==> src/rtl/mrg_pkg.sv <==
package mrg_pkg;

   typedef enum logic [3:0] {
      OP_RD_LOG    = 4'd0,
      OP_RD_DATA   = 4'd1,
      OP_WR_LOG    = 4'd2,
      OP_WR_NEW    = 4'd3,
      OP_MAP_LOG   = 4'd4,
      OP_MAP_NEW   = 4'd5,
      OP_INV       = 4'd6,
      OP_ERASE_OLD = 4'd7,
      OP_ERASE_LOG = 4'd8
   } mrg_op_e;

   typedef enum logic [1:0] {
      MT_SWITCH  = 2'd0,
      MT_PARTIAL = 2'd1,
      MT_FULL    = 2'd2
   } mrg_type_e;

   typedef enum logic [3:0] {
      S_IDLE, S_CLASS, S_PRD, S_PWR, S_INV, S_MAP, S_ERO,
      S_FRD, S_FWR, S_FMAP, S_FERO, S_ERL
   } mrg_state_e;

endpackage

==> src/rtl/mrg_classify.sv <==
module mrg_classify
   import mrg_pkg::*;
#(
   parameter int PAGES = 4,
   parameter int LPN_W = 12,
   localparam int OFS_W = $clog2(PAGES),
   localparam int CHUNK_W = LPN_W - OFS_W
) (
   input  logic [PAGES*LPN_W-1:0] lpn,
   input  logic [PAGES-1:0]       vld,
   output mrg_type_e              kind,
   output logic [CHUNK_W-1:0]     chunk0,
   output logic [OFS_W:0]         lead
);

   logic [PAGES-1:0] inorder;
   logic             run;
   logic             tail_clear;

   assign chunk0 = lpn[OFS_W +: CHUNK_W];

   // slot i sits in place when it holds offset i of slot 0's chunk
   for (genvar i = 0; i < PAGES; i++) begin : g_place
      assign inorder[i] = vld[i] && (lpn[i*LPN_W +: LPN_W] == {chunk0, OFS_W'(i)});
   end

   always_comb begin
      lead       = '0;
      run        = 1'b1;
      tail_clear = 1'b1;
      for (int i = 0; i < PAGES; i++) begin
         if (run && inorder[i]) begin
            lead = lead + 1'b1;
         end else begin
            run = 1'b0;
            if (vld[i]) tail_clear = 1'b0;
         end
      end
   end

   always_comb begin
      if (lead == (OFS_W+1)'(PAGES))         kind = MT_SWITCH;
      else if (lead != '0 && tail_clear)     kind = MT_PARTIAL;
      else                                   kind = MT_FULL;
   end

endmodule

==> src/rtl/mrg_chunk_min.sv <==
module mrg_chunk_min #(
   parameter int PAGES   = 4,
   parameter int CHUNK_W = 10
) (
   input  logic [PAGES*CHUNK_W-1:0] chunks,
   input  logic [PAGES-1:0]         mask,
   output logic                     any,
   output logic [CHUNK_W-1:0]       lo
);

   always_comb begin
      any = 1'b0;
      lo  = '0;
      for (int i = 0; i < PAGES; i++) begin
         if (mask[i] && (!any || chunks[i*CHUNK_W +: CHUNK_W] < lo)) begin
            lo  = chunks[i*CHUNK_W +: CHUNK_W];
            any = 1'b1;
         end
      end
   end

endmodule

==> src/rtl/mrg_slot_find.sv <==
module mrg_slot_find #(
   parameter int PAGES = 4,
   parameter int LPN_W = 12,
   localparam int OFS_W = $clog2(PAGES)
) (
   input  logic [PAGES*LPN_W-1:0] lpn,
   input  logic [PAGES-1:0]       vld,
   input  logic [LPN_W-1:0]       key,
   output logic                   hit,
   output logic [OFS_W-1:0]       slot
);

   // ascending scan: the highest matching slot, the newest copy, wins
   always_comb begin
      hit  = 1'b0;
      slot = '0;
      for (int i = 0; i < PAGES; i++) begin
         if (vld[i] && lpn[i*LPN_W +: LPN_W] == key) begin
            hit  = 1'b1;
            slot = OFS_W'(i);
         end
      end
   end

endmodule

==> src/rtl/mrg_merge_seq.sv <==
module mrg_merge_seq
   import mrg_pkg::*;
#(
   parameter int PAGES = 4,
   parameter int LPN_W = 12,
   localparam int OFS_W = $clog2(PAGES),
   localparam int CHUNK_W = LPN_W - OFS_W
) (
   input  logic                   clk,
   input  logic                   rst_n,
   input  logic                   start,
   input  logic [PAGES*LPN_W-1:0] log_lpn,
   input  logic [PAGES-1:0]       log_vld,
   output logic                   busy,
   output logic                   cmd_valid,
   input  logic                   cmd_ready,
   output logic [3:0]             cmd_op,
   output logic [CHUNK_W-1:0]     cmd_chunk,
   output logic [OFS_W-1:0]       cmd_ofs,
   output logic [OFS_W-1:0]       cmd_slot,
   output logic                   done,
   output logic [1:0]             done_type
);

   localparam logic [OFS_W-1:0] LAST = OFS_W'(PAGES - 1);

   if (PAGES < 2 || (1 << OFS_W) != PAGES) begin : g_bad_pages
      $error("PAGES must be a power of two of at least 2");
   end
   if (CHUNK_W < 1) begin : g_bad_lpn
      $error("LPN_W must exceed the offset width");
   end

   mrg_state_e               state;
   mrg_type_e                typ;
   logic [PAGES*LPN_W-1:0]   snap_lpn;
   logic [PAGES-1:0]         snap_vld;
   logic [CHUNK_W-1:0]       chk;
   logic [OFS_W-1:0]         ofs;
   logic [OFS_W-1:0]         idx;
   logic [PAGES-1:0]         done_mask;

   mrg_type_e                cls_type;
   logic [CHUNK_W-1:0]       cls_chunk;
   logic [OFS_W:0]           cls_lead;

   logic [PAGES*CHUNK_W-1:0] sn_chunks;
   logic [PAGES-1:0]         eq_cur;
   logic                     pick_any;
   logic [CHUNK_W-1:0]       cur_chunk;
   logic                     f_hit;
   logic [OFS_W-1:0]         f_slot;
   logic                     acc;

   for (genvar i = 0; i < PAGES; i++) begin : g_chunks
      assign sn_chunks[i*CHUNK_W +: CHUNK_W] = snap_lpn[i*LPN_W + OFS_W +: CHUNK_W];
      assign eq_cur[i] = (snap_lpn[i*LPN_W + OFS_W +: CHUNK_W] == cur_chunk);
   end

   mrg_classify #(.PAGES(PAGES), .LPN_W(LPN_W)) i_classify (
      .lpn    (snap_lpn),
      .vld    (snap_vld),
      .kind   (cls_type),
      .chunk0 (cls_chunk),
      .lead   (cls_lead)
   );

   mrg_chunk_min #(.PAGES(PAGES), .CHUNK_W(CHUNK_W)) i_chunk_min (
      .chunks (sn_chunks),
      .mask   (snap_vld & ~done_mask),
      .any    (pick_any),
      .lo     (cur_chunk)
   );

   mrg_slot_find #(.PAGES(PAGES), .LPN_W(LPN_W)) i_slot_find (
      .lpn  (snap_lpn),
      .vld  (snap_vld),
      .key  ({cur_chunk, ofs}),
      .hit  (f_hit),
      .slot (f_slot)
   );

   assign busy = (state != S_IDLE);
   assign acc  = cmd_valid && cmd_ready;

   always_comb begin
      cmd_valid = 1'b0;
      cmd_op    = OP_RD_LOG;
      cmd_chunk = '0;
      cmd_ofs   = '0;
      cmd_slot  = '0;
      unique case (state)
         S_PRD: begin
            cmd_valid = 1'b1; cmd_op = OP_RD_DATA; cmd_chunk = chk; cmd_ofs = ofs;
         end
         S_PWR: begin
            cmd_valid = 1'b1; cmd_op = OP_WR_LOG; cmd_chunk = chk; cmd_ofs = ofs;
            cmd_slot  = ofs;
         end
         S_INV: begin
            cmd_valid = snap_vld[idx]; cmd_op = OP_INV; cmd_slot = idx;
         end
         S_MAP: begin
            cmd_valid = 1'b1; cmd_op = OP_MAP_LOG; cmd_chunk = chk;
         end
         S_ERO: begin
            cmd_valid = 1'b1; cmd_op = OP_ERASE_OLD; cmd_chunk = chk;
         end
         S_FRD: begin
            cmd_valid = 1'b1; cmd_chunk = cur_chunk; cmd_ofs = ofs;
            if (f_hit) begin
               cmd_op   = OP_RD_LOG;
               cmd_slot = f_slot;
            end else begin
               cmd_op   = OP_RD_DATA;
            end
         end
         S_FWR: begin
            cmd_valid = 1'b1; cmd_op = OP_WR_NEW; cmd_chunk = cur_chunk; cmd_ofs = ofs;
         end
         S_FMAP: begin
            cmd_valid = 1'b1; cmd_op = OP_MAP_NEW; cmd_chunk = cur_chunk;
         end
         S_FERO: begin
            cmd_valid = 1'b1; cmd_op = OP_ERASE_OLD; cmd_chunk = cur_chunk;
         end
         S_ERL: begin
            cmd_valid = 1'b1; cmd_op = OP_ERASE_LOG;
         end
         default: ;
      endcase
   end

   always_ff @(posedge clk or negedge rst_n) begin
      if (!rst_n) begin
         state     <= S_IDLE;
         typ       <= MT_SWITCH;
         snap_lpn  <= '0;
         snap_vld  <= '0;
         chk       <= '0;
         ofs       <= '0;
         idx       <= '0;
         done_mask <= '0;
         done      <= 1'b0;
         done_type <= 2'd0;
      end else begin
         done <= 1'b0;
         unique case (state)
            S_IDLE: if (start) begin
               snap_lpn  <= log_lpn;
               snap_vld  <= log_vld;
               done_mask <= '0;
               state     <= S_CLASS;
            end
            S_CLASS: begin
               typ <= cls_type;
               chk <= cls_chunk;
               idx <= '0;
               ofs <= '0;
               unique case (cls_type)
                  MT_SWITCH:  state <= S_INV;
                  MT_PARTIAL: begin
                     ofs   <= cls_lead[OFS_W-1:0];
                     state <= S_PRD;
                  end
                  default:    state <= pick_any ? S_FRD : S_INV;
               endcase
            end
            S_PRD: if (acc) state <= S_PWR;
            S_PWR: if (acc) begin
               if (ofs == LAST) begin
                  state <= S_INV;
                  idx   <= '0;
               end else begin
                  ofs   <= ofs + 1'b1;
                  state <= S_PRD;
               end
            end
            S_INV: if (!cmd_valid || cmd_ready) begin
               if (idx == LAST) state <= (typ == MT_FULL) ? S_ERL : S_MAP;
               else             idx   <= idx + 1'b1;
            end
            S_MAP: if (acc) state <= S_ERO;
            S_ERO, S_ERL: if (acc) begin
               state     <= S_IDLE;
               done      <= 1'b1;
               done_type <= typ;
            end
            S_FRD: if (acc) state <= S_FWR;
            S_FWR: if (acc) begin
               if (ofs == LAST) begin
                  ofs   <= '0;
                  state <= S_FMAP;
               end else begin
                  ofs   <= ofs + 1'b1;
                  state <= S_FRD;
               end
            end
            S_FMAP: if (acc) state <= S_FERO;
            S_FERO: if (acc) begin
               done_mask <= done_mask | (snap_vld & eq_cur);
               if (|(snap_vld & ~done_mask & ~eq_cur)) begin
                  state <= S_FRD;
               end else begin
                  state <= S_INV;
                  idx   <= '0;
               end
            end
            default: state <= S_IDLE;
         endcase
      end
   end

endmodule

==> config.mk <==
export PLATFORM = sky130hd
export DESIGN_NAME = mrg_merge_seq
export DESIGN_NICKNAME = d
export VERILOG_FILES = /design/src/rtl/mrg_pkg.sv /design/src/rtl/mrg_classify.sv /design/src/rtl/mrg_chunk_min.sv /design/src/rtl/mrg_slot_find.sv /design/src/rtl/mrg_merge_seq.sv
export SDC_FILE = /design/constraint.sdc
export NUM_CORES = 1
export LEC_CHECK = 0
export BUFFER_PORTS_ARGS = -buffer_cell sky130_fd_sc_hd__buf_2
export CAP_MARGIN = 20
export CORE_ASPECT_RATIO = 0.75
export CORE_UTILIZATION = 30
export CTS_BUF_LIST = sky130_fd_sc_hd__clkbuf_16
export DETAILED_ROUTE_END_ITERATION = 8
export MAX_ROUTING_LAYER = met4
export SKIP_CTS_REPAIR_TIMING = 1
export SLEW_MARGIN = 20
export SYNTH_ARGS = -nofsm -noshare
export SYNTH_HDL_FRONTEND = slang
export SYNTH_SLANG_ARGS = --single-unit
==> constraint.sdc <==
create_clock -name clk -period 15.8 [get_ports clk]
set_input_delay 0.79 -clock clk [delete_from_list [all_inputs] [get_ports clk]]
set_output_delay 0.79 -clock clk [all_outputs]
set_load 0.01 [all_outputs]
# Word level (Yosys, flattened, before mapping)
# Index checks and enable logic that the tools add are counted.
dict set report word_totals {
  ff_bits 79
  input_bits 56
  out_inout_bits 23
}
dict set report classes {
  n_addsub 5
  n_lt_le_gt_ge 4
  n_eq_ne 42
  muxes 77
  n_bitwise 6
  n_reduce_logical 45
}
# operator n
set ops {}
lappend ops {{equality test 12 bit} 7}
lappend ops {{2-to-1 mux 4 bit} 15}
lappend ops {{case mux 4 bit (11 select lines)} 1}
lappend ops {{equality test 10 bit} 4}
lappend ops {{2-to-1 mux 10 bit} 4}
lappend ops {{2-to-1 mux 2 bit} 19}
lappend ops {{case mux 4 bit (9 select lines)} 1}
lappend ops {{< comparator 10 bit} 3}
lappend ops {{inequality test 2 bit (second input constant)} 15}
lappend ops {{2-to-1 mux 1 bit} 25}
lappend ops {{case mux 10 bit (2 select lines)} 1}
lappend ops {{equality test 4 x 3 -> 1 bit (second input constant)} 4}
lappend ops {{equality test 4 bit (second input constant)} 4}
lappend ops {{logical AND 1 bit} 16}
lappend ops {{OR reduction 4 bit} 4}
lappend ops {{bitwise AND 4 bit} 3}
lappend ops {{2-to-1 mux 3 bit} 4}
lappend ops {{case mux 2 bit (3 select lines)} 2}
lappend ops {{AND reduction 11 bit} 1}
lappend ops {{adder 3 x 1 -> 3 bit (second input constant)} 3}
lappend ops {{OR reduction 9 bit} 1}
lappend ops {{equality test 4 x 2 -> 1 bit (second input constant)} 2}
lappend ops {{NOT 4 bit} 2}
lappend ops {{case mux 2 bit (4 select lines)} 1}
lappend ops {{other kinds (23)} 37}

# Depth between registers and ports, before layout
# Gate-level depths: netlist (run 1).
dict set report depth {
  word_depth 23
  ltp_mapped 33
}

# Modules after synthesis
# A second synthesis (run 1) with hierarchy kept.
dict set report hier_totals {
  cells_unflattened 695
  area_unflattened_um2 6702.7
}
# module instances cells_each area_per_inst_um2
set by_module_without_submodules {}
lappend by_module_without_submodules {mrg_merge_seq 1 385 4344.2}
lappend by_module_without_submodules {mrg_chunk_min 1 152 1124.8}
lappend by_module_without_submodules {mrg_classify 1 83 621.8}
lappend by_module_without_submodules {mrg_slot_find 1 75 611.8}

# Worst setup path before layout (run 1)
# Ideal clock, no wire load.
dict set report synth_path {
  path_kind {reg2out}
  from {reg snap_vld[0]}
  to {out cmd_slot[0]}
  arrival_time_ns 6.942
  setup_slack_ns 8.068
  stages_incl_launch_ff 31
  n_path_buf 2
  cell_sequence {dfrtp_1 > nor2b_1 > buf_2 > nand2_1 > ha_1 > a21oi_1 > o21ai_0 > nor2_1 > o21ai_0 > a22o_1 > inv_1 > ha_1 > and4_1 > o2111ai_1 > o21bai_1 > o41ai_4 > a21oi_2 > mux2_2 > ha_1 > a211oi_1 > o21ai_0 > a2111o_1 > o31a_1 > o21a_1 > buf_4 > mux2_2 > xnor2_1 > nor4_2 > and3_1 > and4_4 > a31o_1}
}
dict set report synth_between {
  elab_chain_cells 22
  elab_cells_between_ends 37
  classes_between {3 x order compare; 4 x eq/ne; 16 x mux; 1 x bitwise; 13 x reduce/logical}
}
# item line_no
set synth_lines {}
lappend synth_lines {{from (decl)} mrg_merge_seq.sv:37} ;# logic [PAGES-1:0] snap_vld;
lappend synth_lines {{from (signal assigned)} mrg_merge_seq.sv:151} ;# snap_vld <= log_vld;
lappend synth_lines {{bitwise AND 4 bit} mrg_merge_seq.sv:70} ;# .mask (snap_vld & ~done_mask),
lappend synth_lines {{2-to-1 mux 10 bit or 2-to-1 mux 1 bit (tied branches)} mrg_chunk_min.sv:15} ;# if (mask[i] && (!any || chunks[i*CHUNK_W +: CHUNK_W] < lo)) begin
lappend synth_lines {{< comparator 10 bit or zero test 1 bit (tied branches)} mrg_chunk_min.sv:15}
lappend synth_lines {{logical OR 1 bit} mrg_chunk_min.sv:15}
lappend synth_lines {{logical AND 1 bit} mrg_chunk_min.sv:15}
lappend synth_lines {{2-to-1 mux 10 bit or 2-to-1 mux 1 bit (tied branches)} mrg_chunk_min.sv:15}
lappend synth_lines {{< comparator 10 bit or zero test 1 bit (tied branches)} mrg_chunk_min.sv:15}
lappend synth_lines {{logical OR 1 bit} mrg_chunk_min.sv:15}
lappend synth_lines {{[... 3 more ...]} n/a}
lappend synth_lines {{logical OR 1 bit} mrg_chunk_min.sv:15}
lappend synth_lines {{logical AND 1 bit} mrg_chunk_min.sv:15}
lappend synth_lines {{2-to-1 mux 10 bit} mrg_chunk_min.sv:15}
lappend synth_lines {{equality test 12 bit} mrg_slot_find.sv:18} ;# if (vld[i] && lpn[i*LPN_W +: LPN_W] == key) begin
lappend synth_lines {{logical AND 1 bit} mrg_slot_find.sv:18}
lappend synth_lines {{2-to-1 mux 1 bit (4 in a row)} mrg_slot_find.sv:18}
lappend synth_lines {{2-to-1 mux 2 bit *} mrg_merge_seq.sv:111} ;# if (f_hit) begin
lappend synth_lines {{case mux 2 bit (3 select lines) *} mrg_merge_seq.sv:92} ;# unique case (state)
lappend synth_lines {{to (decl)} mrg_merge_seq.sv:20} ;# output logic [OFS_W-1:0] cmd_slot,
# Mark *: on every way between the ends. The rest lies on a longest branch, timed or not.

# Worst setup path in the final report (run 1)
# Same ends and word-level chain as after synthesis.

==> results of run 1 <==
==> through the flow <==
step           setup slack (ps)  cell area [sq um]
5_1_grt                    4223               7356
3_5_place_dp               5592               7029
4_1_cts                    5184               7350
3_3_place_gp               5915               7029
2_1_floorplan              8068               6477
6_report                   4994               7356
==> area by class of cell <==
| cell class | count | share of cell area |
|---|---|---|
| Multi-Input combinational cell | 638 | 0.5649 |
| Sequential cell | 79 | 0.2688 |
| Timing Repair Buffer | 82 | 0.05800 |
| Tap cell | 288 | 0.04899 |
| Clock buffer | 9 | 0.03062 |
| Inverter | 31 | 0.01582 |
| Clock inverter | 7 | 0.01293 |
==> report_power, final <==
| group | total [mW] | switching, mW | internal [mW] |
|---|---|---|---|
| Sequential | 0.515 | 0.227 | 0.288 |
| Clock | 0.228 | 0.100 | 0.128 |
| Combinational | 1.25 | 0.723 | 0.531 |
| Total | 2.00 | 1.05 | 0.947 |
==> registers in the layout (all words and copies together), names as in the netlist <==
signal	cells
ofs	2
done_type	2
snap_lpn	48
snap_vld	4
typ	2
chk	10
done	1
state	4
done_mask	4
idx	2
==> Yosys cell counts (12+ instances only) <==
library cell  number  area [sq um]
nand2_1          179         671.9
xor2_1            25         219.0
nor2_1            47         176.4
clkbuf_1          39         146.4
a21oi_1           33         165.2
nand3_1           13         65.06
xnor2_1           53         464.2
nand4_1           12         75.07
o21ai_0           56         280.3
mux2_2            22         247.7
inv_1             31         116.4
ha_1              30         375.4
dfrtp_1           79          1977
==> layer usage <==
metal,vias to the layer above,global-route usage
li1,2888,-
met1,2842,0.3210
met2,282,0.2782
met3,32,0.05651
met4,0,0.05357
met5,-,-
==> logic make-up (layout without fill, tap and decap cells) <==
group / count (synthesis) / in the layout / synth area share
simple gates: 317 / 317 / 0.2237
compound gates: 177 / 177 / 0.1822
buf+inv: 83 / 129 / 0.05389
xor+xnor: 79 / 79 / 0.1080
flops: 79 / 79 / 0.3052
mux: 35 / 35 / 0.06915
fa+ha+maj: 30 / 30 / 0.05795
==> worst max path at each step <==
stage / endpoint / from / slack (ps) / depth (start not counted)
floorplan: cmd_slot[0] / snap_vld[0]$_DFFE_PN0P_ / 8070 / 30
global placement: cmd_slot[0] / snap_vld[0]$_DFFE_PN0P_ / 5920 / 29
detailed placement: cmd_slot[0] / snap_vld[0]$_DFFE_PN0P_ / 5590 / 29
CTS: cmd_slot[0] / snap_vld[0]$_DFFE_PN0P_ / 5180 / 29
global route: cmd_slot[0] / snap_vld[0]$_DFFE_PN0P_ / 4220 / 29
finish: cmd_slot[0] / snap_vld[0]$_DFFE_PN0P_ / 4990 / 29
==> results.ini, run 1 <==
[route]
drtIter0Drc=695
viasPerCell=5.330
route.detailed.drc=0
dr.pass1.iters=5
vias=6044
wl_met1_mm=11.21
antenna_left=0
wire_per_inst_um=19.49
wl_met3_mm=2.011
dr_wl_met2_mm=8.491
wirelength_mm=22.10
top_layer=met4

[sta]
fin_crit_ps=10810
max_freq_mhz=92.54
whs_ps=465.4
grt_setup_unrepaired=false
worst_slew_pin_slew_ps=956.7
slew_headroom=0.3622
fin_skew_ps=13.75
slew_viol_final=0
tns_ps=0
period_share=0.6839
hold_viol=0
setup_viol=0

[grt]
grt_max_degree=80
grt-ovfl-total=0
grt_pass1_vias=5734
grt_pass1_wl_mm=34.40
grt.total_usage=0.2149
antenna_found_initial=0

[layout]
final_common_cell=nand2_1
nFillCells=2278
final_layout_size_suffix_gt1_frac=0.1678
seqCellArea_sq_mm=0.001977
area_delta_synth_final_pct=13.56
final_util=0.3473
multi_input_area_sq_mm=0.004155
finalNonFillerCells=1134
nNetsFinal=927
antenna_cells=0
layout_common_cells=nand2_1, dfrtp_1, buf_2, o21ai_0, xnor2_1

[synthesis]
synth_async_sr_flop_share=1.000
synth_cell_type_count=71
synth-seq-cells=79
syn_inst=800
syn_area_per_cell_sq_um=8.097
yosysSeqAreaShare=0.3052
syn-num-nets=886
synth_edf_count=0
syn_area_sq_mm=0.006477
synth_flop_cell=dfrtp_1
synth_warnings=0

[setup_path]
crit_top_cell=ha_1
critical-path-slowest-cell=nor2b_1
critPathTopFamily=compound AO/OA/AOI/OAI gates
critical_path_class=register to primary output
r2r_setup_slack_ps=6120
critPathLaunchType=register
r2r-end=idx[1]$_DFFE_PN0P_
critPathArrivalTime_ps=10020
cp_slowest_stage_delay_ps=810
crit_buf_inv=1
r2r_start=snap_vld[0]$_DFFE_PN0P_
r2r_cells=28
endpoint_kind=primary output
worstPathMaxFanout=17
cp.required_ps=15010

[cts]
h-tree-depth=3
cts_buffers=9
cts.sinks=79
cts_buffer_depth=2
path_clk_slew_ps=70
tritoncts=yes
clkLatencyLatePin_ps=360
cts_root_buffer=clkbuf_16

[floorplan]
die-area_sq_mm=0.02219
io_pins=79
row_count=46
die_x_um=171.7
start_util=0.3058
core_area_sq_mm=0.02118
chipHeight_um=129.3

[place]
portBuffers=78
hpwl_mm=16.46
gp_congestion=0.9700
dp.cells=1118

[pwr]
power_mw=1.997
p_per_area_mw_per_mm2=271.5
p_leak_nw=3.216
peakVddDrop_mv=0.1021

[flow_run]
cap_violations=0

[run_status]
outcome=complete, no violations

[min_path]
worstHoldPathType=input pin to asynchronous set/reset pin

No activity file was read; power rests on OpenSTA's default activity.
==> run 2: changes to the inputs <==
Clock period 15.8 ns to 9.1 ns, I/O delays scaled along.
==> results.ini, run 2 (synthesized netlist as in run 1, its figures left out) <==
[pwr]
peakVddDrop_mv=0.1637
p_per_area_mw_per_mm2=470.3
p_leak_nw=3.277

[run_status]
outcome=complete, no violations

[floorplan]
row_count=46
io_pins=79
die-area_sq_mm=0.02219
start_util=0.3058
chipHeight_um=129.3
core_area_sq_mm=0.02118
die_x_um=171.7

[grt]
grt_pass1_vias=5810
antenna_found_initial=0
grt_pass1_wl_mm=35.14
grt_max_degree=69
grt.total_usage=0.2210
grt-ovfl-total=0

[route]
wirelength_mm=22.68
viasPerCell=5.334
vias=6140
dr.pass1.iters=5
antenna_left=0
wire_per_inst_um=19.70
drtIter0Drc=692
route.detailed.drc=0

[sta]
hold_viol=0
fin_crit_ps=8546
tns_ps=0
slew_viol_final=0
grt_setup_unrepaired=false
worst_slew_pin_slew_ps=778.0
slew_headroom=0.4813
setup_viol=0
max_freq_mhz=117.0
fin_skew_ps=7.492
period_share=0.9391

[min_path]
worstHoldPathType=input pin to asynchronous set/reset pin

[layout]
seqCellArea_sq_mm=0.001977
nNetsFinal=944
final_layout_size_suffix_gt1_frac=0.1866
stdcell_area_sq_mm=0.007457
largest-register=snap_lpn
nFillCells=2292
area_delta_synth_final_pct=15.12
largest_reg_flops=48
antenna_cells=0
layout_common_cells=nand2_1, dfrtp_1, buf_2, xnor2_1, o21ai_0
reg_top3=snap_lpn: 48 flops, chk: 10 flops
multi_input_area_sq_mm=0.004170
final_common_cell=nand2_1

[place]
dpl_cell_area_sq_mm=0.007134
portBuffers=78
gp_congestion=0.9923
hpwl_mm=17.12

[cts]
tritoncts=yes
cts_buffers=9
h-tree-depth=3
cts.sinks=79
path_clk_slew_ps=70
clkLatencyLatePin_ps=360
cts_root_buffer=clkbuf_16
cts_buffer_depth=2

[setup_path]
critPathLaunchType=register
critical_path_class=register to primary output
critPathArrivalTime_ps=8090
cp_slowest_stage_delay_ps=490
worstPathMaxFanout=14
cp.required_ps=8650
endpoint_kind=primary output
critical-path-slowest-cell=a2111o_1
critPathTopFamily=compound AO/OA/AOI/OAI gates
crit_buf_inv=4

[flow_run]
cap_violations=0

## run 2: worst paths after layout
path,end,from,slack [ps],cells past startpoint
min,snap_lpn[26]$_DFFE_PN0P_,rst_n,30,1
max in group asynchronous,done_type[0]$_DFFE_PN0P_,rst_n,8080,2
min reg2reg,done_type[1]$_DFFE_PN0P_,done_type[1]$_DFFE_PN0P_,500,1
max,cmd_slot[0],done_mask[0]$_DFFE_PN0P_,550,31
min in group clk,snap_lpn[22]$_DFFE_PN0P_,log_lpn[22],280,3
max reg2reg,idx[1]$_DFFE_PN0P_,done_mask[0]$_DFFE_PN0P_,1370,30
## run 2: area by class of cell
cell class,count,share of cell area
Multi-Input combinational cell,638,0.5592
Sequential cell,79,0.2651
Timing Repair Buffer,99,0.07383
Tap cell,288,0.04832
Clock buffer,9,0.03020
Inverter,31,0.01560
Clock inverter,7,0.007718
## run 2: stage by stage
step	worst slack (ps)	util	hold slack (ps)	instances	power, mW
final	553.8	0.3521	31.99	1151	3.507
after global routing	49.47	0.3521	70.57	1151	3.776
after CTS	133.9	0.3502	49.29	1148	3.436
after detailed placement	563.2	0.3368	434.6	1132	3.069
after global placement	656.4	0.3368	430.3	1132	3.066
after floorplan	1703	-	159.4	800	2.416
## run 2: per-layer routing
metal	vias up	global-route usage	part of all wire
li1	2905	-	-
met1	2939	0.3366	0.50
met2	272	0.2844	0.39
met3	24	0.04734	0.090
met4	0	0.05830	0.016
met5	-	-	0
## run 2: where the power goes
part           switching, mW  internal (mW)  leakage (nW)  total [mW]
logic                   1.36          0.978          2.15        2.34
clock network          0.166          0.188         0.140       0.354
registers              0.315          0.502         0.990       0.817
total                   1.84           1.67          3.28        3.51
==> run 3: changes to the inputs <==
Settings changed: ABC_AREA set to 1.
==> results.ini, run 3 <==
[run_status]
outcome=complete, no violations

[setup_path]
cp_slowest_stage_delay_ps=440
critical_path_class=register to primary output
critical-path-slowest-cell=dfrtp_1
cp.required_ps=8650
critPathArrivalTime_ps=7900
r2r_cells=45
critPathLaunchType=register
endpoint_kind=primary output
crit_top_cell=nand2_1
worstPathMaxFanout=19

[cts]
tritoncts=yes
cts_root_buffer=clkbuf_16
cts_buffer_depth=2
path_clk_slew_ps=70
cts.sinks=79
clkLatencyLatePin_ps=360
cts_buffers=9
h-tree-depth=3

[route]
vias=6639
wirelength_mm=22.37
route.detailed.drc=0
dr.pass1.iters=6
drtIter0Drc=808
viasPerCell=5.261
antenna_left=0
wire_per_inst_um=17.73

[layout]
final_layout_size_suffix_gt1_frac=0.1259
layout_common_cells=nand2_1, inv_1, o21ai_0, dfrtp_1, buf_2
largest_reg_flops=48
final_common_cell=nand2_1
nNetsFinal=1090
reg_top3=snap_lpn: 48 flops, chk: 10 flops
largest-register=snap_lpn
antenna_cells=0
area_delta_synth_final_pct=15.58
nFillCells=2126

[floorplan]
io_pins=79
row_count=44
start_util=0.3113
core_area_sq_mm=0.01965
die-area_sq_mm=0.02098
die_x_um=166.9
chipHeight_um=125.7

[synthesis]
synth_cell_type_count=40
synth_async_sr_flop_share=1.000
yosys-top-cells-area=dfrtp_1, nand2_1, o21ai_0
syn-num-nets=1025
synth_common_cells=nand2_1, inv_1, o21ai_0
syn_area_per_cell_sq_um=6.516
synth_warnings=0
yosysSeqAreaShare=0.3231
syn_area_sq_mm=0.006118
yosys.area.top_type=dfrtp_1
yosysTopAreaCellShare=0.3231
syn_inst=939
yosysMostFrequentCell=nand2_1
synth_edf_count=0
synth-seq-cells=79
synth_flop_cell=dfrtp_1

[sta]
slew_viol_final=0
grt_setup_unrepaired=false
period_share=0.9178
slew_headroom=0.4825
hold_viol=0
fin_crit_ps=8352
setup_viol=0
worst_slew_pin_slew_ps=776.3
tns_ps=0
max_freq_mhz=119.7
fin_skew_ps=10.49

[grt]
grt_max_degree=80
grt-ovfl-total=0
grt.total_usage=0.2251
met3_usage=0.04997
antenna_found_initial=0
grt_pass1_wl_mm=34.73
gr-usage-met2=0.2769
met1_usage=0.3558
gr-max-usage-layer=met1
grt_pass1_vias=5913

[place]
portBuffers=78
hpwl_mm=17.83
gp_congestion=1.000

[min_path]
worstHoldPathType=input pin to asynchronous set/reset pin

[flow_run]
cap_violations=0

-- run 3: changes by cell type after synthesis, moves of 15 or more --
cell and delta:
inv_1 +90, nand2_1 +133, clkbuf_1 -16, xor2_1 -15
xnor2_1 -51, nand3_1 +53, mux2_2 -22, o21ai_0 +42
-- run 3: critical path, delay by kind of cell, from the launching register on --
kind / cells / cell delay, ps
fa+ha+maj: 3 / 980
flops: 1 / 440
compound gates: 10 / 2420
simple gates: 24 / 2980
buf+inv: 7 / 720
-- run 3: logic make-up (layout without fill, tap and decap cells) --
logic type | after synthesis | after routing | share of synthesized area
xor+xnor | 12 | 12 | 0.01718
simple gates | 506 | 506 | 0.3530
flops | 79 | 79 | 0.3231
compound gates | 158 | 158 | 0.1462
buf+inv | 154 | 224 | 0.09918
fa+ha+maj | 30 | 30 | 0.06135
-- run 3: final timing paths --
check                                            to                    start  slack, ps
setup / recovery                        cmd_slot[1]  snap_vld[0]$_DFFE_PN0P_        750
max in group asynchronous  snap_lpn[18]$_DFFE_PN0P_                    rst_n       8410
min in group clk           snap_lpn[25]$_DFFE_PN0P_              log_lpn[25]        300
hold / removal                 state[1]$_DFFE_PN0P_                    rst_n        140
setup reg to reg                 idx[0]$_DFFE_PN0P_  snap_vld[0]$_DFFE_PN0P_       1350
hold reg to reg                  chk[7]$_DFFE_PN0P_       chk[7]$_DFFE_PN0P_        480
-- run 3: routing by layer --
metal	wire, um	vias to the layer above
met3	2195	19
li1	-	3182
met5	0	-
met2	8151	321
met1	11780	3117
met4	248	0
-- run 3: metrics by stage --
step,util,std cells,setup WS [ps],instance area (sq um),hold slack (ps)
2_1_floorplan,-,939,2481,6118,159.4
3_3_place_gp,0.3425,1246,1302,6731,466.7
3_5_place_dp,0.3425,1246,1177,6731,473.6
4_1_cts,0.3596,1262,735.7,7068,286.2
5_1_grt,0.3598,1262,140.1,7072,209.5
6_report,0.3598,1262,748.1,7072,135.1
-- run 3: layout make-up --
cell class	count	area, sq um	share of cell area
multi-input cells	706	3542	0.5009
flip-flops and latches	79	1977	0.2795
inverters	126	473.0	0.06688
repair buffers	82	426.7	0.06033
well taps	253	316.6	0.04476
clock buffers	9	225.2	0.03185
clock inverters	7	111.4	0.01575
Power of run 3 is not shown: default switching activity piles up to over one toggle a cycle in this logic, so the estimate is an artifact.
